===== src/rtl/fir_esc_pkg.sv =====
package fir_esc_pkg;
  typedef enum logic [2:0] {
    ST_EMPTY,
    ST_BOF1,
    ST_BOF2,
    ST_ESC,
    ST_DATA,
    ST_EOF1,
    ST_EOF2
  } esc_state_e;
endpackage


===== src/rtl/fir_esc_class.sv =====
module fir_esc_class #(
  parameter int unsigned DATA_W    = 8,
  parameter int unsigned ESC_BASE  = 'h7D,
  parameter int unsigned ESC_COUNT = 3,
  parameter int unsigned FLIP_MASK = 'h20
) (
  input  logic [DATA_W-1:0] data_i,
  output logic              special_o,
  output logic [DATA_W-1:0] coded_o
);
  logic [ESC_COUNT-1:0] hit;

  for (genvar g = 0; g < ESC_COUNT; g++) begin : g_hit
    localparam logic [DATA_W-1:0] VAL = DATA_W'(ESC_BASE + g);
    assign hit[g] = (data_i == VAL);
  end

  assign special_o = |hit;
  assign coded_o   = special_o ? (data_i ^ DATA_W'(FLIP_MASK)) : data_i;
endmodule


===== src/rtl/fir_esc_hold.sv =====
module fir_esc_hold #(
  parameter int unsigned DATA_W = 8
) (
  input  logic              clk_i,
  input  logic              rst_ni,
  input  logic              load_i,
  input  logic [DATA_W-1:0] coded_i,
  input  logic              special_i,
  input  logic              eof_i,
  output logic [DATA_W-1:0] coded_o,
  output logic              special_o,
  output logic              eof_o
);
  always_ff @(posedge clk_i or negedge rst_ni) begin
    if (!rst_ni) begin
      coded_o   <= '0;
      special_o <= 1'b0;
      eof_o     <= 1'b0;
    end else if (load_i) begin
      coded_o   <= coded_i;
      special_o <= special_i;
      eof_o     <= eof_i;
    end
  end
endmodule


===== src/rtl/fir_esc_ctrl.sv =====
module fir_esc_ctrl
  import fir_esc_pkg::*;
(
  input  logic       clk_i,
  input  logic       rst_ni,
  input  logic       in_valid_i,
  input  logic       in_sof_i,
  input  logic       in_special_i,
  input  logic       hold_special_i,
  input  logic       hold_eof_i,
  input  logic       out_ready_i,
  output logic       in_ready_o,
  output logic       load_o,
  output logic       out_valid_o,
  output esc_state_e state_o
);
  esc_state_e state_q, state_d, first_st;
  logic fire, last_out;

  assign out_valid_o = (state_q != ST_EMPTY);
  assign fire        = out_valid_o && out_ready_i;
  // the held item is finished once this output is taken
  assign last_out    = ((state_q == ST_DATA) && !hold_eof_i) || (state_q == ST_EOF2);
  assign in_ready_o  = (state_q == ST_EMPTY) || (fire && last_out);
  assign load_o      = in_valid_i && in_ready_o;
  assign first_st    = in_sof_i ? ST_BOF1 : (in_special_i ? ST_ESC : ST_DATA);
  assign state_o     = state_q;

  always_comb begin
    state_d = state_q;
    unique case (state_q)
      ST_EMPTY: if (load_o) state_d = first_st;
      ST_BOF1:  if (fire) state_d = ST_BOF2;
      ST_BOF2:  if (fire) state_d = hold_special_i ? ST_ESC : ST_DATA;
      ST_ESC:   if (fire) state_d = ST_DATA;
      ST_DATA:  if (fire) state_d = hold_eof_i ? ST_EOF1 : (load_o ? first_st : ST_EMPTY);
      ST_EOF1:  if (fire) state_d = ST_EOF2;
      ST_EOF2:  if (fire) state_d = load_o ? first_st : ST_EMPTY;
      default:  state_d = ST_EMPTY;
    endcase
  end

  always_ff @(posedge clk_i or negedge rst_ni) begin
    if (!rst_ni) state_q <= ST_EMPTY;
    else         state_q <= state_d;
  end
endmodule


===== src/rtl/fir_rx_escaper.sv =====
module fir_rx_escaper
  import fir_esc_pkg::*;
#(
  parameter int unsigned DATA_W    = 8,
  parameter int unsigned DELIM     = 'h7E,
  parameter int unsigned ESC_BASE  = 'h7D,
  parameter int unsigned ESC_COUNT = 3,
  parameter int unsigned FLIP_MASK = 'h20
) (
  input  logic              clk_i,
  input  logic              rst_ni,
  input  logic              in_valid_i,
  output logic              in_ready_o,
  input  logic [DATA_W-1:0] in_data_i,
  input  logic              in_sof_i,
  input  logic              in_eof_i,
  output logic              out_valid_o,
  input  logic              out_ready_i,
  output logic [DATA_W-1:0] out_data_o
);
  localparam logic [DATA_W-1:0] DELIM_B = DATA_W'(DELIM);
  localparam logic [DATA_W-1:0] PREFIX_B = DATA_W'(ESC_BASE);

  logic              in_special, hold_special, hold_eof, load;
  logic [DATA_W-1:0] in_coded, hold_coded;
  esc_state_e        state;

  fir_esc_class #(
    .DATA_W(DATA_W), .ESC_BASE(ESC_BASE), .ESC_COUNT(ESC_COUNT), .FLIP_MASK(FLIP_MASK)
  ) u_class (
    .data_i(in_data_i), .special_o(in_special), .coded_o(in_coded)
  );

  fir_esc_hold #(.DATA_W(DATA_W)) u_hold (
    .clk_i, .rst_ni, .load_i(load),
    .coded_i(in_coded), .special_i(in_special), .eof_i(in_eof_i),
    .coded_o(hold_coded), .special_o(hold_special), .eof_o(hold_eof)
  );

  fir_esc_ctrl u_ctrl (
    .clk_i, .rst_ni, .in_valid_i, .in_sof_i,
    .in_special_i(in_special), .hold_special_i(hold_special), .hold_eof_i(hold_eof),
    .out_ready_i, .in_ready_o, .load_o(load), .out_valid_o, .state_o(state)
  );

  always_comb begin
    unique case (state)
      ST_ESC:  out_data_o = PREFIX_B;
      ST_DATA: out_data_o = hold_coded;
      default: out_data_o = DELIM_B;
    endcase
  end
endmodule


===== config.mk =====
export PLATFORM = sky130hd
export DESIGN_NAME = fir_rx_escaper
export DESIGN_NICKNAME = d
export VERILOG_FILES = /design/src/rtl/fir_esc_pkg.sv /design/src/rtl/fir_esc_class.sv /design/src/rtl/fir_esc_hold.sv /design/src/rtl/fir_esc_ctrl.sv /design/src/rtl/fir_rx_escaper.sv
export SDC_FILE = /design/constraint.sdc
export NUM_CORES = 1
export LEC_CHECK = 0
export ABC_AREA = 0
export CAP_MARGIN = 25
export CORE_MARGIN = 5
export CORE_UTILIZATION = 49
export CTS_CLUSTER_DIAMETER = 100
export DETAILED_ROUTE_END_ITERATION = 10
export PLACE_DENSITY = 0.93
export SETUP_SLACK_MARGIN = 0.4
export SYNTH_ARGS = -nofsm -noshare
export SYNTH_HDL_FRONTEND = slang
export SYNTH_SLANG_ARGS = --single-unit

===== constraint.sdc =====
create_clock -name clk_i -period 2.81 [get_ports clk_i]
set_clock_uncertainty 0.15 [all_clocks]
set_input_delay 0.281 -clock clk_i [delete_from_list [all_inputs] [get_ports clk_i]]
set_output_delay 0.281 -clock clk_i [all_outputs]
set_load 0.02 [all_outputs]

; ---- After elaboration in Yosys (flattened, before gate mapping)
; Index checks and enable logic that the tools add are counted.
[totals]
input_bits = 14
regBits = 13
wordCells = 47
output_inout_bits = 10
[classes]
muxes = 15
bitwise_logic = 1
reduce_logical = 11
eq_ne = 16
[op_table]
columns = operator, count
row1 = $mux W3, 12
row2 = $eq A8 B7 Y1 const B, 3
row3 = $pmux W3 S7, 1
row4 = $pmux W8 S2, 1
row5 = $ne A2 B1 Y1 const B, 7
row6 = $eq A3 B3 Y1 const B, 3
row7 = $reduce_and A7 Y1, 1
row8 = $eq A3 B2 Y1 const B, 2
row9 = $mux W6, 1
row10 = $logic_and A1 B1 Y1, 4
row11 = $eq A3 B1 Y1 const B, 1
row12 = $logic_not A3 Y1, 1
row13 = $reduce_bool A3 Y1, 1
row14 = $reduce_or A3 Y1, 1
row15 = $logic_or A1 B1 Y1, 2
row16 = $logic_not A1 Y1, 1
row17 = $not A1 Y1, 1

; ---- Depth between registers and ports, before layout
; Gate-level depths: netlist of run 1.
[depth]
word_depth = 10
mapped_depth = 5
depth_no_buf = 4

; ---- Hierarchy
; A second synthesis of run 1 with hierarchy kept.
[unflattened]
hier_cells = 97
hier_area_um2 = 998.5
[modules_own_cells]
columns = module, instances, seq_area_each_um2, cells_each, area_each_um2
row1 = fir_esc_ctrl, 1, 75.1, 54, 412.9
row2 = fir_esc_hold, 1, 250.2, 21, 411.6
row3 = fir_esc_class, 1, 0.0, 11, 92.6
row4 = fir_rx_escaper, 1, 0.0, 11, 81.3

; ---- Least setup slack after synthesis of run 1
; OpenSTA, ideal clock, no wires.
[synth_timing]
path_kind = reg-to-output
from = reg u_ctrl.state_q[1] (netlist: u_ctrl.state_o[1])
to = out out_data_o[1]
required_ns = 2.379
setup_slack_ns = 1.167
n_path_buf = 2
path_stages_with_launch = 6
arrival_ns = 1.212
cell_sequence = dfrtp_1 > buf_6 > inv_1 > and3_1 > clkbuf_1 > a22oi_1
[synth_between]
elab_chain_len = 2
word_cells_on_any_way = 3
classes_between = eq/ne (2) / mux (1)
[synth_rtl]
columns = item, line
row1 = "start, declared", fir_esc_ctrl.sv:17  ; esc_state_e state_q, state_d, first_st;
row2 = "start signal, assigned", fir_esc_ctrl.sv:45  ; else state_q <= state_d;
row3 = $eq A3 B3 Y1 or $eq A3 B2 Y1 (tied branches), fir_rx_escaper.sv:47  ; unique case (state)
row4 = $pmux W8 S2 *, fir_rx_escaper.sv:47
row5 = "end, declared", fir_rx_escaper.sv:19  ; output logic [DATA_W-1:0] out_data_o
; Mark *: on every way between the ends. The rest lies on a longest branch, timed or not.

; ---- Final worst setup path of run 1
[layout_timing]
from = in out_ready_i
to = out in_ready_o
[layout_between]
elab_chain_len = 3
[layout_rtl]
columns = item, line
row1 = "start, declared", fir_rx_escaper.sv:18  ; input logic out_ready_i,
row2 = $logic_and A1 B1 Y1, fir_esc_ctrl.sv:21  ; assign fire = out_valid_o && out_ready_i;
row3 = $logic_and A1 B1 Y1, fir_esc_ctrl.sv:24  ; assign in_ready_o = (state_q == ST_EMPTY) || (fire && last_out);
row4 = $logic_or A1 B1 Y1, fir_esc_ctrl.sv:24
row5 = "end, declared", fir_rx_escaper.sv:13  ; output logic in_ready_o,
; No other way between the ends.

==> results of run 1 <==
-- power groups by stage --
stage | clock network (mW) | logic, mW | registers (mW)
floorplan | 0 | 0.454 | 0.319
global route | 0.129 | 0.695 | 0.366
CTS | 0.115 | 0.629 | 0.349
detailed placement | 0 | 0.629 | 0.351
finish | 0.113 | 0.642 | 0.351
global placement | 0 | 0.612 | 0.343
-- per-stage QoR --
| stage | total power [mW] | util |
|---|---|---|
| 2_1_floorplan | 0.773 | - |
| 3_3_place_gp | 0.955 | 0.682 |
| 3_5_place_dp | 0.980 | 0.682 |
| 4_1_cts | 1.09 | 0.700 |
| 5_1_grt | 1.19 | 0.709 |
| 6_report | 1.11 | 0.709 |
-- registers in the layout (all words and copies together) (netlist names) --
register	flops
u_hold.coded_o	8
u_ctrl.state_o	3
u_hold.special_o	1
u_hold.eof_o	1
-- synthesized netlist by cell type (2+ instances only) --
cell and number:
nand2b_1 5, a21oi_1 5, mux2_1 2, nor2b_1 2, o2bb2ai_1 2, inv_1 7
nor2_1 6, clkbuf_1 3, nand2_1 4, mux2_2 7, o21ai_0 2, nand4b_1 2
dfrtp_1 13, o211ai_1 2
-- layout by cell type, fill, tap and decap left out, types with 2 or more instances in the layout --
| cell type | instances |
|---|---|
| a21oi_1 | 5 |
| buf_4 | 2 |
| clkbuf_4 | 3 |
| clkdlybuf4s50_1 | 21 |
| dfrtp_1 | 12 |
| inv_1 | 7 |
| mux2_1 | 2 |
| mux2_2 | 7 |
| nand2_1 | 4 |
| nand2b_1 | 5 |
| nand4b_1 | 2 |
| nor2_1 | 6 |
| nor2b_1 | 2 |
| o211ai_1 | 2 |
| o21ai_0 | 2 |
| o2bb2ai_1 | 2 |
-- worst paths after layout --
kind | from | to | slack (ns) | cells after the start
worst max-delay path | out_ready_i | in_ready_o | 0.40 | 6
worst min-delay path | rst_ni | u_hold.coded_o[7] | 0.21 | 1
worst max register to register | u_ctrl.state_o[1] | u_hold.special_o | 0.85 | 5
worst min register to register | u_hold.coded_o[3] | u_hold.coded_o[3] | 0.34 | 1
max in group asynchronous | rst_ni | u_ctrl.state_o[2] | 1.90 | 1
min in group clk_i | u_hold.coded_o[3] | u_hold.coded_o[3] | 0.34 | 1
-- area by class of cell --
class                   count  area (um2)  share of cell area
well taps                  16        20.0              0.0185
flip-flops and latches     13         327               0.302
multi-input cells          58         435               0.403
clock buffers               4        26.3              0.0243
inverters                   7        26.3              0.0243
repair buffers             25         246               0.228
-- per-layer routing --
layer | routed length [um] | track usage | up-vias | part of all wire
met4 | 10 | 0.0128 | 0 | 0.0052
met2 | 1070 | 0.277 | 16 | 0.56
li1 | - | - | 343 | -
met1 | 726 | 0.185 | 340 | 0.38
met5 | 0 | 0 | - | 0
met3 | 102 | 0.0621 | 2 | 0.053
-- timing repair --
action / in CTS / in global routing
endpoints found under the setup margin: 4 / 3
pin swaps: 0 / 1
endpoints found under the hold margin: 0 / 0
resized for setup: 3 / 2
hold buffers: 0 / 0
setup buffers: 0 / 1
-- logic make-up after synthesis --
family,share of synthesized area
DFF,0.404
buffers and inverters,0.0607
AOI/OAI and AO/OA,0.201
muxes,0.138
and+or+nand+nor,0.196
-- worst reg2reg max path: cells and delay by family, from the launching register on --
family        cells  cell delay (ns)
mux               1             0.36
simple gates      3             0.65
flops             1             0.51
buf+inv           1             0.16
==> flow_summary.toml, run 1 <==
[status]
status = "finished clean"

[placed_design]
dp.cells = 118
portBuffers = 23
finalWeightedCongestion = 0.941
dpl-instance-area_um2 = 1040
place_hpwl_mm = 1.48
dp_slack_ns = 0.353

[global_route]
grt_pass1_wl_mm = 3.12
grt_max_degree = 16
grt.overflow.total = 0
grt_util_all_layers = 0.157
grt_pass1_vias = 689
antenna_found_initial = 0

[synthesis]
synth_edf_count = 0
synth-seq-cells = 13
yosysSeqAreaShare = 0.404
post-synth-top-area-cell = "dfrtp_1"
synth_top_flop_cell = "dfrtp_1"
synthesis.instances = 82
avgSynthCellArea_um2 = 9.81
yosysTopAreaCellShare = 0.404
syn_nets = 96
yosys_warnings = 0
synth.cell_area_um2 = 805
async_reset_ff_frac = 1.00
ys_types = 34
synth_area_leaders = "dfrtp_1 (40%), mux2_2 (9.8%), nand2b_1 (3.9%)"

[pwr]
powerDensity_nw_per_um2 = 1020
vdd.ir_drop.worst_mv = 0.584
p_sw_uw = 457
combPwrFrac = 0.581
clockPowerShare = 0.102
p_int_uw = 648
static-leakage-power_nw = 0.464
p_sw_frac = 0.414
pwr-share-seq = 0.317

[routing]
drt_iter0_drc = 15
drc = 0
vias = 701
via_per_inst = 5.70
drt_pre_antenna_iters = 4
wl_per_cell_um = 15.5
routed_wl_mm = 1.91
postRouteAntennaNets = 0

[clocking]
root_buffer = "clkbuf_4"
htreeDepth = 1
cts_made_buffers = 3
cts_tree = "yes"
clk_latency_ns = 0.28
clock_path_buffers = 2
clkTransAtPathRegs_ns = 0.08
cts.sinks = 13

[die]
initial_utilization = 0.528
die_h_um = 50.5
core_um2 = 1520
rows = 14
ioPinCount = 24
die_area_um2 = 2550
die_w_um = 50.5

[final_layout]
final_cells = 123
final_nets = 122
fill_cells = 125
syn_to_final_growth_pct = 34.4
diodes = 0
layout-drive-gt1-share = 0.187
design_area_um2 = 1080

[sta]
relSlewSlack = 0.622
setup_viol = 0
setup_ws_ns = 0.399
rsz0062_at_grt = "true"
worstMarginPinSlew_ns = 0.565
min_period_ns = 2.41
fin_tns_setup_ns = 0
hold_violations = 0
period_share = 0.858
maxSlewViolCount = 0
fmax_mhz = 415
hold_slack_ns = 0.211

[setup_path]
worstPathCellList = "clkdlybuf4s50_1 > inv_1 > o21ai_2 > nand2_1 > inv_1 > clkdlybuf4s50_1"
critPathLaunchType = "input pin"
slowest_delay_ns = 0.59
critPathBufInv = 4
worstSetupEndpointType = "output pin"
cp_top_family = "buffers and inverters"
path_class = "input pin to output pin"
cp_max_fo = 6
worstPathArrival_ns = 1.98
required_ns = 2.38
crit_path_top_delay_cell = "clkdlybuf4s50_1"

[hold_path]
min_path_type = "input pin to asynchronous set/reset pin"

[job]
maxCapViolCount = 0
No activity file was read; power rests on OpenSTA's default activity.
==> run 2, diff against run 1 <==
Settings changed: TNS_END_PERCENT set to 20.
==> run 2 against run 1 <==
Via count decreased by 0.86%. Flip-flop and latch count unchanged. Wire length unchanged. Critical path depth unchanged. Sequential share of layout area down 0.070 points. Fmax rose by 0.24%. Worst hold slack hardly changed. Clock-buffer cell count unchanged. Setup slack better by 0.0058 ns. Design area rose by 0.23%. Sequential power barely moved.
==> flow_summary.toml, run 2 (synthesis gave the netlist of run 1 again) <==
[global_route]
grt_pass1_vias = 691
grt_util_all_layers = 0.156
grt_max_degree = 16
grt.overflow.total = 0
grt_pass1_wl_mm = 3.11
antenna_found_initial = 0

[setup_path]
rr_worst_depth = 5
cp_max_fo = 6
r2r_slack_ns = 0.95
required_ns = 2.38
crit_start = "out_ready_i"
worstReg2RegStart = "u_ctrl.state_o[1]"
r2r-end = "u_hold.special_o"
worstPathArrival_ns = 1.97
cp-endpoint = "in_ready_o"
path_class = "input pin to output pin"
worstSetupEndpointType = "output pin"
critPathLaunchType = "input pin"

[pwr]
p_int_uw = 650
p_sw_uw = 459
clockPowerShare = 0.101
combPwrFrac = 0.581
static-leakage-power_nw = 0.464
p_sw_frac = 0.414
vdd.ir_drop.worst_mv = 0.579
pwr-share-seq = 0.318
powerDensity_nw_per_um2 = 1020

[sta]
setup_viol = 0
relSlewSlack = 0.622
hold_violations = 0
worstMarginPinSlew_ns = 0.565
period_share = 0.856
fin_tns_setup_ns = 0
min_period_ns = 2.41
fmax_mhz = 416
rsz0062_at_grt = "true"
maxSlewViolCount = 0

[final_layout]
diodes = 0
regMostFlops = "u_hold.coded_o"
final_nets = 122
largest_reg_flops = 8
layout-drive-gt1-share = 0.196
final_common_cell = "clkdlybuf4s50_1"
final_cell_mix = "clkdlybuf4s50_1 (21), dfrtp_1 (12), inv_1 (7), mux2_2 (7), nor2_1 (6)"
design_area_um2 = 1080
syn_to_final_growth_pct = 34.7

[routing]
drt_iter0_drc = 10
via_per_inst = 5.65
wl_per_cell_um = 15.5
routed_wl_mm = 1.91
vias = 695
drc = 0
postRouteAntennaNets = 0
drt_pre_antenna_iters = 4

[clocking]
clk_latency_ns = 0.28
holdBufCountCts = 0
root_buffer = "clkbuf_4"
clock_path_buffers = 2
clkTransAtPathRegs_ns = 0.08
cts_tree = "yes"
cts.sinks = 13
cts_made_buffers = 3
htreeDepth = 1

[die]
ioPinCount = 24
initial_utilization = 0.528
die_h_um = 50.5
die_w_um = 50.5
rows = 14
core_um2 = 1520
die_area_um2 = 2550

[placed_design]
portBuffers = 23
place_hpwl_mm = 1.48
finalWeightedCongestion = 0.941
dpl-instance-area_um2 = 1040

[job]
maxCapViolCount = 0

[hold_path]
min_path_type = "input pin to asynchronous set/reset pin"

[status]
status = "finished clean"
## run 2: cell types whose count changed in the layout (fill, tap and decap cells not counted)
cell	change
nor2b_2	+1
nor2b_1	-1
## run 2: metal layers
| layer | global-route usage | wire (um) | up-vias |
|---|---|---|---|
| met3 | 0.0621 | 91 | 2 |
| met1 | 0.183 | 747 | 337 |
| met2 | 0.277 | 1060 | 13 |
| li1 | - | - | 343 |
| met4 | 0.0128 | 10 | 0 |
| met5 | 0 | 0 | - |
## run 2: worst min-delay path by stage
stage	cells past startpoint	endpoint	start	slack [ns]
after floorplan	0	u_ctrl.state_o[0]	rst_ni	-0.16
after global placement	1	u_hold.coded_o[3]	u_hold.coded_o[3]	0.32
after detailed placement	1	u_hold.coded_o[3]	u_hold.coded_o[3]	0.33
after CTS	1	u_hold.coded_o[7]	rst_ni	0.24
after global routing	1	u_hold.coded_o[7]	rst_ni	0.26
final	1	u_hold.coded_o[7]	rst_ni	0.21
## run 2: cell type report
type	instances	area, um2
Timing Repair Buffer	25	246
Tap cell	16	20.0
Fill cell	126	440
Clock buffer	4	26.3
Inverter	7	26.3
Multi-Input combinational cell	58	438
Sequential cell	13	327
## run 2: critical path, stage by stage
cell             delay, ns
clkdlybuf4s50_1       0.58
inv_1                 0.13
o21ai_2               0.23
nand2_1               0.11
inv_1                 0.06
clkdlybuf4s50_1       0.59
## run 2: through the flow
step           setup WS (ns)   util  std cells  hold slack (ns)  power [mW]
2_1_floorplan           1.17      -         82           -0.165       0.773
3_3_place_gp           0.445  0.682        118            0.316       0.955
3_5_place_dp           0.353  0.682        118            0.326       0.980
4_1_cts                0.322  0.700        122            0.236        1.09
5_1_grt                0.330  0.711        123            0.260        1.19
6_report               0.404  0.711        123            0.212        1.11
## run 2: what timing repair did
| action | in CTS | in global routing |
|---|---|---|
| pin swaps | 0 | 1 |
| buffers inserted | 0 | 1 |
| endpoints found under the setup margin | 4 | 7 |
| gates cloned | 0 | 0 |
| resized for setup | 2 | 4 |
## run 2: power by group through the flow
stage	logic (mW)	registers [mW]	clock network, mW
final	0.644	0.353	0.112
after global routing	0.696	0.367	0.129
after CTS	0.627	0.349	0.115
after detailed placement	0.629	0.351	0
after global placement	0.612	0.343	0
after floorplan	0.454	0.319	0
==> run 3, diff against run 2 <==
Settings changed: PLACE_DENSITY 0.93 to unset, PLACE_DENSITY_LB_ADDON set to 0.08.
==> run 3 against run 2 <==
Sequential share of layout area down 0.73 points. Worst hold slack worse by 0.0089 ns. Register-to-register slack better by 0.08 ns. Flip-flop and latch count unchanged. Critical path type unchanged. Largest power group unchanged.
==> flow_summary.toml, run 3 (synthesis gave the netlist of run 1 again) <==
[status]
status = "finished clean"

[final_layout]
layout-drive-gt1-share = 0.234
diodes = 0
fin_util = 0.732
fill_cells = 117
design_area_um2 = 1110
largest_reg_flops = 8
final_cell_mix = "clkdlybuf4s50_1 (22), dfrtp_1 (11), inv_1 (7), mux2_2 (7)"
final_nets = 126
regMostFlops = "u_hold.coded_o"
final_common_cell = "clkdlybuf4s50_1"
syn_to_final_growth_pct = 38.6

[setup_path]
critPathLaunchType = "input pin"
path_class = "input pin to output pin"
critPathBufInv = 4
required_ns = 2.38
crit_path_top_delay_cell = "clkdlybuf4s50_1"
worstPathCellList = "clkdlybuf4s50_1 > inv_1 > o21ai_2 > nand2_1 > inv_1 > clkdlybuf4s50_1"
cp_top_family = "buffers and inverters"
worstPathArrival_ns = 1.98
rr_worst_depth = 5
r2r-end = "u_ctrl.state_o[1]"
slowest_delay_ns = 0.59
worst-path-stages = 6
r2r_slack_ns = 1.03
worstReg2RegStart = "u_ctrl.state_o[2]"
worstSetupEndpointType = "output pin"
cp_max_fo = 6

[sta]
rsz0062_at_grt = "true"
setup_ws_ns = 0.400
period_share = 0.858
maxSlewViolCount = 0
relSlewSlack = 0.621
worstMarginPinSlew_ns = 0.567
fin_tns_setup_ns = 0
hold_violations = 0
setup_viol = 0
min_period_ns = 2.41
fmax_mhz = 415

[clocking]
clkTransAtPathRegs_ns = 0.08
holdBufCountCts = 0
htreeDepth = 1
root_buffer = "clkbuf_4"
clock_path_buffers = 2
clk_latency_ns = 0.29
cts_made_buffers = 3
cts_tree = "yes"
cts.sinks = 13

[routing]
drt_pre_antenna_iters = 4
wl_per_cell_um = 14.9
routed_wl_mm = 1.90
postRouteAntennaNets = 0
vias = 729
drt_iter0_drc = 13
drc = 0
via_per_inst = 5.74

[die]
die_w_um = 50.5
core_um2 = 1520
initial_utilization = 0.528
ioPinCount = 24
die_h_um = 50.5
rows = 14
die_area_um2 = 2550

[placed_design]
portBuffers = 23
place_hpwl_mm = 1.39
dpl-instance-area_um2 = 1040
dp_slack_ns = 0.383
finalWeightedCongestion = 0.880

[global_route]
grt_util_all_layers = 0.159
grt.overflow.total = 0
grt_max_degree = 16
antenna_found_initial = 0
grt_pass1_vias = 671
grt_pass1_wl_mm = 3.04

[job]
maxCapViolCount = 0

[pwr]
power_mw = 1.15
powerDensity_nw_per_um2 = 1030
vdd.ir_drop.worst_mv = 0.628
static-leakage-power_nw = 0.472

[hold_path]
min_path_type = "input pin to asynchronous set/reset pin"
## run 3: cell count changes in the layout (fill, tap and decap cells not counted), sizes merged
| cell | before | now |
|---|---|---|
| clkbuf | 4 | 3 |
| clkdlybuf4s50 | 21 | 22 |
| clkinv | 0 | 1 |
| dlygate4sd2 | 1 | 0 |
| buf | 2 | 6 |
## run 3: layer usage
metal | part of all wire | vias up | global-route usage | wire (um)
li1 | - | 354 | - | -
met5 | 0 | - | 0 | 0
met3 | 0.064 | 7 | 0.0769 | 122
met2 | 0.50 | 19 | 0.238 | 948
met4 | 0.028 | 0 | 0.0766 | 53
met1 | 0.41 | 349 | 0.190 | 771
## run 3: worst max path at each step
| stage | from | to | slack (ns) |
|---|---|---|---|
| finish | out_ready_i | in_ready_o | 0.40 |
| global route | out_ready_i | in_ready_o | 0.29 |
| CTS | u_ctrl.state_o[1] | out_data_o[0] | 0.41 |
| detailed placement | out_ready_i | in_ready_o | 0.38 |
| global placement | out_ready_i | in_ready_o | 0.44 |
| floorplan | u_ctrl.state_o[1] | out_data_o[1] | 1.17 |
## run 3: where the power goes
group          switching (mW)  internal (mW)
combinational           0.335          0.350
clock                  0.0640         0.0530
sequential             0.0654          0.279
total                   0.464          0.682
## run 3: cell type report
class,instances,area [um2],area share
multi-input cells,58,435,0.391
well taps,16,20.0,0.0180
inverters,7,26.3,0.0236
repair buffers,29,278,0.249
clock inverters,1,5.00,0.00449
clock buffers,3,22.5,0.0202
flip-flops and latches,13,328,0.294
## run 3: stage by stage
| stage | hold slack (ns) | cells |
|---|---|---|
| 2_1_floorplan | -0.165 | 82 |
| 3_3_place_gp | 0.317 | 118 |
| 3_5_place_dp | 0.328 | 118 |
| 4_1_cts | 0.215 | 122 |
| 5_1_grt | 0.219 | 127 |
| 6_report | 0.203 | 127 |
## run 3: worst reg2reg max path, delay by kind of cell, from the launching register on
kind,cells,cell delay [ns]
AO/OA/AOI/OAI,3,0.58
buffers and inverters,1,0.16
flip-flops,1,0.48
AND/OR/NAND/NOR,1,0.33
## run 3: what timing repair did
| item | CTS | global route |
|---|---|---|
| buffers inserted | 0 | 5 |
| endpoints found under the setup margin | 4 | 4 |
| resized for setup | 4 | 1 |
